`src/rtl/irq_status_pkg.sv`:
```
package irq_status_pkg;

  localparam int STAT_W = 7;

  localparam int B_WR_FAIL    = 0;
  localparam int B_RD_FAIL    = 1;
  localparam int B_NP_DISCARD = 2;
  localparam int B_ME_FALL    = 3;
  localparam int B_ME_RISE    = 4;
  localparam int B_RSVD       = 5;
  localparam int B_INT_FALL   = 6;

  // bits the PCI-side window is allowed to clear
  localparam logic [STAT_W-1:0] PCI_CLR_BITS = 7'b000_0111;

  typedef enum logic [1:0] {
    BRIDGE_TARGET_ONLY = 2'd0,
    BRIDGE_PERIPH      = 2'd1,
    BRIDGE_HOST        = 2'd2
  } bridge_mode_e;

  function automatic logic [STAT_W-1:0] impl_mask(bridge_mode_e mode, bit has_np);
    logic [STAT_W-1:0] m;
    logic master_side;
    master_side = (mode == BRIDGE_PERIPH) || (mode == BRIDGE_HOST);
    m = '0;
    m[B_WR_FAIL]    = master_side;
    m[B_RD_FAIL]    = master_side;
    m[B_NP_DISCARD] = has_np;
    m[B_ME_FALL]    = master_side;
    m[B_ME_RISE]    = master_side;
    m[B_RSVD]       = 1'b0;
    m[B_INT_FALL]   = (mode == BRIDGE_HOST);
    return m;
  endfunction

endpackage

```
`src/rtl/irq_edge_detect.sv`:
```
module irq_edge_detect #(
  parameter logic RST_VAL = 1'b0
) (
  input  logic clk,
  input  logic rst,
  input  logic sig_i,
  output logic rise_o,
  output logic fall_o
);

  logic prev_q;

  always_ff @(posedge clk) begin
    if (rst) prev_q <= RST_VAL;
    else     prev_q <= sig_i;
  end

  // edges are reported in the cycle the new level is present, so the
  // owning status bit can see them together with a same-cycle clear
  always_comb begin
    rise_o = sig_i & ~prev_q;
    fall_o = ~sig_i & prev_q;
  end

endmodule

```
`src/rtl/irq_w1c_bit.sv`:
```
module irq_w1c_bit #(
  parameter logic IMPL = 1'b1
) (
  input  logic clk,
  input  logic rst,
  input  logic set_i,
  input  logic clr_i,
  output logic q_o
);

  logic q_q;
  logic q_d;

  always_comb begin
    if (IMPL) q_d = (q_q & ~clr_i) | set_i;   // set has priority
    else      q_d = 1'b0;
  end

  always_ff @(posedge clk) begin
    if (rst) q_q <= 1'b0;
    else     q_q <= q_d;
  end

  assign q_o = q_q;

endmodule

```
`src/rtl/irq_read_mux.sv`:
```
module irq_read_mux
  import irq_status_pkg::*;
#(
  parameter int                ADDR_W     = 16,
  parameter int                DATA_W     = 32,
  parameter logic [ADDR_W-1:0] STATUS_OFS = 16'h3060,
  parameter logic [ADDR_W-1:0] ENABLE_OFS = 16'h3070
) (
  input  logic [ADDR_W-1:0] rd_addr,
  input  logic [STAT_W-1:0] stat_i,
  input  logic [STAT_W-1:0] en_i,
  output logic [DATA_W-1:0] rd_data
);

  localparam int PAD_W = DATA_W - STAT_W;

  always_comb begin
    if (rd_addr == STATUS_OFS)      rd_data = {{PAD_W{1'b0}}, stat_i};
    else if (rd_addr == ENABLE_OFS) rd_data = {{PAD_W{1'b0}}, en_i};
    else                            rd_data = '0;
  end

endmodule

```
`src/rtl/irq_status_unit.sv`:
```
module irq_status_unit
  import irq_status_pkg::*;
#(
  parameter bridge_mode_e      MODE        = BRIDGE_HOST,
  parameter bit                HAS_NP_PORT = 1'b1,
  parameter int                ADDR_W      = 16,
  parameter int                DATA_W      = 32,
  parameter logic [ADDR_W-1:0] STATUS_OFS  = 16'h3060,
  parameter logic [ADDR_W-1:0] ENABLE_OFS  = 16'h3070
) (
  input  logic              clk,
  input  logic              rst,
  input  logic              lb_wr_en,
  input  logic [ADDR_W-1:0] lb_wr_addr,
  input  logic [DATA_W-1:0] lb_wr_data,
  input  logic [ADDR_W-1:0] lb_rd_addr,
  output logic [DATA_W-1:0] lb_rd_data,
  input  logic              pci_clr_en,
  input  logic [STAT_W-1:0] pci_clr_mask,
  output logic [STAT_W-1:0] pci_status,
  input  logic              ev_wr_fail,
  input  logic              ev_rd_fail,
  input  logic              ev_np_discard,
  input  logic              mst_en,
  input  logic              int_line_n,
  output logic              irq
);

  localparam logic [STAT_W-1:0] IMPL = impl_mask(MODE, HAS_NP_PORT);

  logic me_rise, me_fall;
  logic il_rise, il_fall;
  logic [STAT_W-1:0] set_vec;
  logic [STAT_W-1:0] clr_vec;
  logic [STAT_W-1:0] stat_q;
  logic [STAT_W-1:0] en_q;
  logic              hit_stat, hit_en;
  logic              unused_ok;

  irq_edge_detect #(.RST_VAL(1'b0)) u_me_edge (
    .clk(clk), .rst(rst), .sig_i(mst_en), .rise_o(me_rise), .fall_o(me_fall)
  );

  irq_edge_detect #(.RST_VAL(1'b1)) u_il_edge (
    .clk(clk), .rst(rst), .sig_i(int_line_n), .rise_o(il_rise), .fall_o(il_fall)
  );

  always_comb begin
    set_vec               = '0;
    set_vec[B_WR_FAIL]    = ev_wr_fail;
    set_vec[B_RD_FAIL]    = ev_rd_fail;
    set_vec[B_NP_DISCARD] = ev_np_discard;
    set_vec[B_ME_FALL]    = me_fall;
    set_vec[B_ME_RISE]    = me_rise;
    set_vec[B_INT_FALL]   = il_fall;
  end

  assign hit_stat = lb_wr_en && (lb_wr_addr == STATUS_OFS);
  assign hit_en   = lb_wr_en && (lb_wr_addr == ENABLE_OFS);

  // both ports merge into one clear vector, so a double clear is a single clear
  always_comb begin
    clr_vec = '0;
    if (hit_stat)   clr_vec = clr_vec | lb_wr_data[STAT_W-1:0];
    if (pci_clr_en) clr_vec = clr_vec | (pci_clr_mask & PCI_CLR_BITS);
  end

  for (genvar i = 0; i < STAT_W; i++) begin : g_bit
    irq_w1c_bit #(.IMPL(IMPL[i])) u_bit (
      .clk(clk), .rst(rst), .set_i(set_vec[i]), .clr_i(clr_vec[i]), .q_o(stat_q[i])
    );
  end

  always_ff @(posedge clk) begin
    if (rst)         en_q <= '0;
    else if (hit_en) en_q <= lb_wr_data[STAT_W-1:0] & IMPL;
  end

  irq_read_mux #(
    .ADDR_W(ADDR_W), .DATA_W(DATA_W), .STATUS_OFS(STATUS_OFS), .ENABLE_OFS(ENABLE_OFS)
  ) u_rd (
    .rd_addr(lb_rd_addr), .stat_i(stat_q), .en_i(en_q), .rd_data(lb_rd_data)
  );

  assign pci_status = stat_q;
  assign irq        = |(stat_q & en_q);

  assign unused_ok = il_rise ^ (^lb_wr_data) ^ (^pci_clr_mask);

endmodule

```
`config.mk`:
```
export PLATFORM = sky130hd
export DESIGN_NAME = irq_status_unit
export DESIGN_NICKNAME = d
export VERILOG_FILES = /design/src/rtl/irq_status_pkg.sv /design/src/rtl/irq_edge_detect.sv /design/src/rtl/irq_w1c_bit.sv /design/src/rtl/irq_read_mux.sv /design/src/rtl/irq_status_unit.sv
export SDC_FILE = /design/constraint.sdc
export NUM_CORES = 1
export LEC_CHECK = 0
export BUFFER_PORTS_ARGS = -buffer_cell sky130_fd_sc_hd__buf_2
export CORE_ASPECT_RATIO = 1.75
export CORE_MARGIN = 5
export CORE_UTILIZATION = 32
export DETAILED_ROUTE_END_ITERATION = 6
export PLACE_DENSITY = 0.79
export SLEW_MARGIN = 20
export SYNTH_ARGS = -nofsm -noshare
export SYNTH_HDL_FRONTEND = slang
export SYNTH_SLANG_ARGS = --single-unit
```
`constraint.sdc`:
```
create_clock -name clk -period 2 [get_ports clk]
set_clock_uncertainty 0.2 [all_clocks]
set_input_delay 0.4 -clock clk [delete_from_list [all_inputs] [get_ports clk]]
set_output_delay 0.4 -clock clk [all_outputs]
set_load 0.1 [all_outputs]
```
==> impl_metrics.env <==
export IMPL_cap_viol_max_count=0
export IMPL_ir_drop_mv=0.317
export IMPL_num_antenna_cells=0
export IMPL_portBuffers=62
export IMPL_worstPathRequired_ns=1.40
export IMPL_gp_congestion=0.740
export IMPL_crit_start="lb_rd_addr[1]"
export IMPL_r2r_slack_ns=1.10
export IMPL_setup_viol=6
export IMPL_clk_pin_slew_worst_paths_ns=0.05
export IMPL_syn_area_um2=988
export IMPL_synth_cell_types=26
export IMPL_grt_first_pass_wirelength_um=4080
export IMPL_grt_max_degree=14
export IMPL_final_nets=259
export IMPL_drtIter0Drc=9
export IMPL_max_freq_ghz=0.454
export IMPL_status="finished with violations"
export IMPL_p_per_area_nw_per_um2=654
export IMPL_grt_usage=0.121
export IMPL_cts_inserted_buffers=3
export IMPL_h_tree_depth=1
export IMPL_reg2regPathDepth=2
export IMPL_finalPower_mw=0.967
export IMPL_r2r_start="g_bit[3].u_bit.q_o"
export IMPL_wl_per_cell_um=12.6
export IMPL_die_w_um=52.0
export IMPL_place_ws_ns=-0.297
export IMPL_drt_pre_antenna_iters=4
export IMPL_setup_tns_ns=-1.21
export IMPL_overflow=0
export IMPL_vias=1005
export IMPL_place_area_um2=1380
export IMPL_cp_arrival_ns=1.60
export IMPL_hold_violations=0
export IMPL_finalCriticalPeriod_ns=2.20
export IMPL_clock_latency_ns=0.24
export IMPL_avgSynthCellArea_um2=8.31
export IMPL_drive_gt1_frac=0.466
export IMPL_via_per_inst=4.57
export IMPL_initial_core_util=0.334
export IMPL_rsz0062_at_grt="yes"
export IMPL_coreArea_um2=2960
export IMPL_grt_pass1_vias=1038
export IMPL_ys_ff_latch=14
export IMPL_pin_count=120
export IMPL_area_growth_syn_to_layout_pct=49.6
export IMPL_crit_end="lb_rd_data[1]"
export IMPL_clk_path_buf_depth=2
export IMPL_yosysSeqAreaShare=0.284
export IMPL_drcViolationCount=0
export IMPL_wl_um=2770
export IMPL_crit_fanout=6
export IMPL_ant_nets=0
export IMPL_grt_antenna_before_repair=0
export IMPL_report_final_slew_viol_count=0
export IMPL_root_buffer="clkbuf_8"
export IMPL_violations="setup timing"
export IMPL_cp_start_kind="primary input"
export IMPL_dp_hpwl_um=2360
export IMPL_finish_instance_area_um2=1480
export IMPL_cts_tree="yes"
export IMPL_leakagePower_nw=0.707
export IMPL_layout_setup_ws_ns=-0.205
export IMPL_yosys_warnings=0
export IMPL_std_cell_rows=26
export IMPL_holdCritPathClass="primary input to flop"
export IMPL_synthCells=119
export IMPL_critical_path_class="primary input to output port"
export IMPL_rr_endpoint="g_bit[3].u_bit.q_o"
export IMPL_end_kind="output port"
export IMPL_cts_num_sinks=14
export IMPL_die_area_um2=4340
export IMPL_fp_dieH_um=83.5
export IMPL_finalCritPeriodShare=1.10
placed cells by master, fill, tap and decap left out, types with 2 or more instances in the layout:
cell type / count
nand4_1: 2
a21oi_1: 10
buf_6: 5
nor4b_4: 2
clkbuf_8: 4
buf_2: 52
inv_1: 5
buf_12: 6
nand2_1: 4
dfxtp_1: 14
nor4_2: 2
a22oi_1: 3
nor3_1: 3
nor2_4: 2
o21ai_0: 7
a32o_1: 2
nor4b_1: 3
nand3_1: 9
buf_4: 2
conb_1: 27
a22o_4: 6
how the worst min path moves through the flow:
stage | end | depth (start not counted) | slack [ns] | start
3_5_place_dp | g_bit[6].u_bit.q_o | 1 | 0.24 | u_il_edge.prev_q
3_3_place_gp | g_bit[6].u_bit.q_o | 1 | 0.23 | u_il_edge.prev_q
2_1_floorplan | g_bit[6].u_bit.q_o | 1 | 0.22 | u_il_edge.prev_q
6_report | u_il_edge.prev_q | 3 | 0.14 | int_line_n
5_1_grt | u_il_edge.prev_q | 3 | 0.16 | int_line_n
4_1_cts | u_il_edge.prev_q | 3 | 0.14 | int_line_n
cell type report:
cell class | instances | area (µm²)
multi-input cells | 90 | 621
repair buffers | 65 | 452
flip-flops and latches | 14 | 280
well taps | 42 | 52.6
clock buffers | 4 | 55.1
inverters | 5 | 18.8
fillers | 294 | 1480
logic make-up (layout without fill, tap and decap cells):
| logic type | Yosys count | in the layout | synth area share |
|---|---|---|---|
| AOI/OAI and AO/OA | 28 | 28 | 0.182 |
| buffers and inverters | 41 | 74 | 0.292 |
| DFF | 14 | 14 | 0.284 |
| other | 1 | 27 | 0.00379 |
| and+or+nand+nor | 35 | 35 | 0.238 |
metrics by stage:
| step | std cells | utilization | hold WS [ns] |
|---|---|---|---|
| 2_1_floorplan | 145 | - | 0.219 |
| 3_3_place_gp | 215 | 0.466 | 0.228 |
| 3_5_place_dp | 215 | 0.466 | 0.239 |
| 4_1_cts | 220 | 0.493 | 0.140 |
| 5_1_grt | 220 | 0.500 | 0.161 |
| 6_report | 220 | 0.500 | 0.141 |
sequential cells by signal (all words and copies together), names as in the netlist:
| signal | cells |
|---|---|
| u_me_edge.prev_q | 1 |
| u_il_edge.prev_q | 1 |
| en_q | 6 |
| g_bit.u_bit.q_o | 6 |
synthesized netlist by cell type, drive strengths merged:
cell / instances / share of area
a22oi: 3 / 0.023
nor2: 3 / 0.011
a32o: 2 / 0.020
nor2b: 1 / 0.0063
nand2b: 1 / 0.0063
and4bb: 1 / 0.013
nor4: 3 / 0.041
a21oi: 10 / 0.051
nand3: 9 / 0.046
buf: 35 / 0.27
nand2: 4 / 0.015
dfxtp: 14 / 0.28
and4: 1 / 0.0089
nand4: 2 / 0.013
and4b: 1 / 0.010
clkbuf: 1 / 0.0038
nor3: 3 / 0.015
conb: 1 / 0.0038
inv: 5 / 0.019
o21ai: 7 / 0.035
nor4b: 5 / 0.044
and3b: 1 / 0.0089
a22o: 6 / 0.053
power by group:
group	switching [mW]	leakage (nW)	internal, mW
Clock	0.0952	0.0288	0.174
Sequential	0.0128	0.115	0.291
Combinational	0.333	0.563	0.0615
routing by layer:
metal	wire length [µm]	global-route usage	vias up
met3	316	0.0286	5
met1	851	0.108	442
met4	57	0.0644	0
met2	1550	0.230	66
met5	0	0	-
li1	-	-	492
what timing repair did:
item | 4_1_cts | 5_1_grt
endpoints found under the setup margin | 6 | 6
resized for setup | 3 | 3
pin swaps | 5 | 1
hold buffers | 0 | 0
buffers inserted | 1 | 0
critical path: stages:
cell     delay [ns]
buf_6          0.10
nor4b_4        0.27
nand4_1        0.13
buf_6          0.15
nor2_4         0.20
a22o_4         0.19
buf_12         0.16
(Power assumes the default switching activity.)
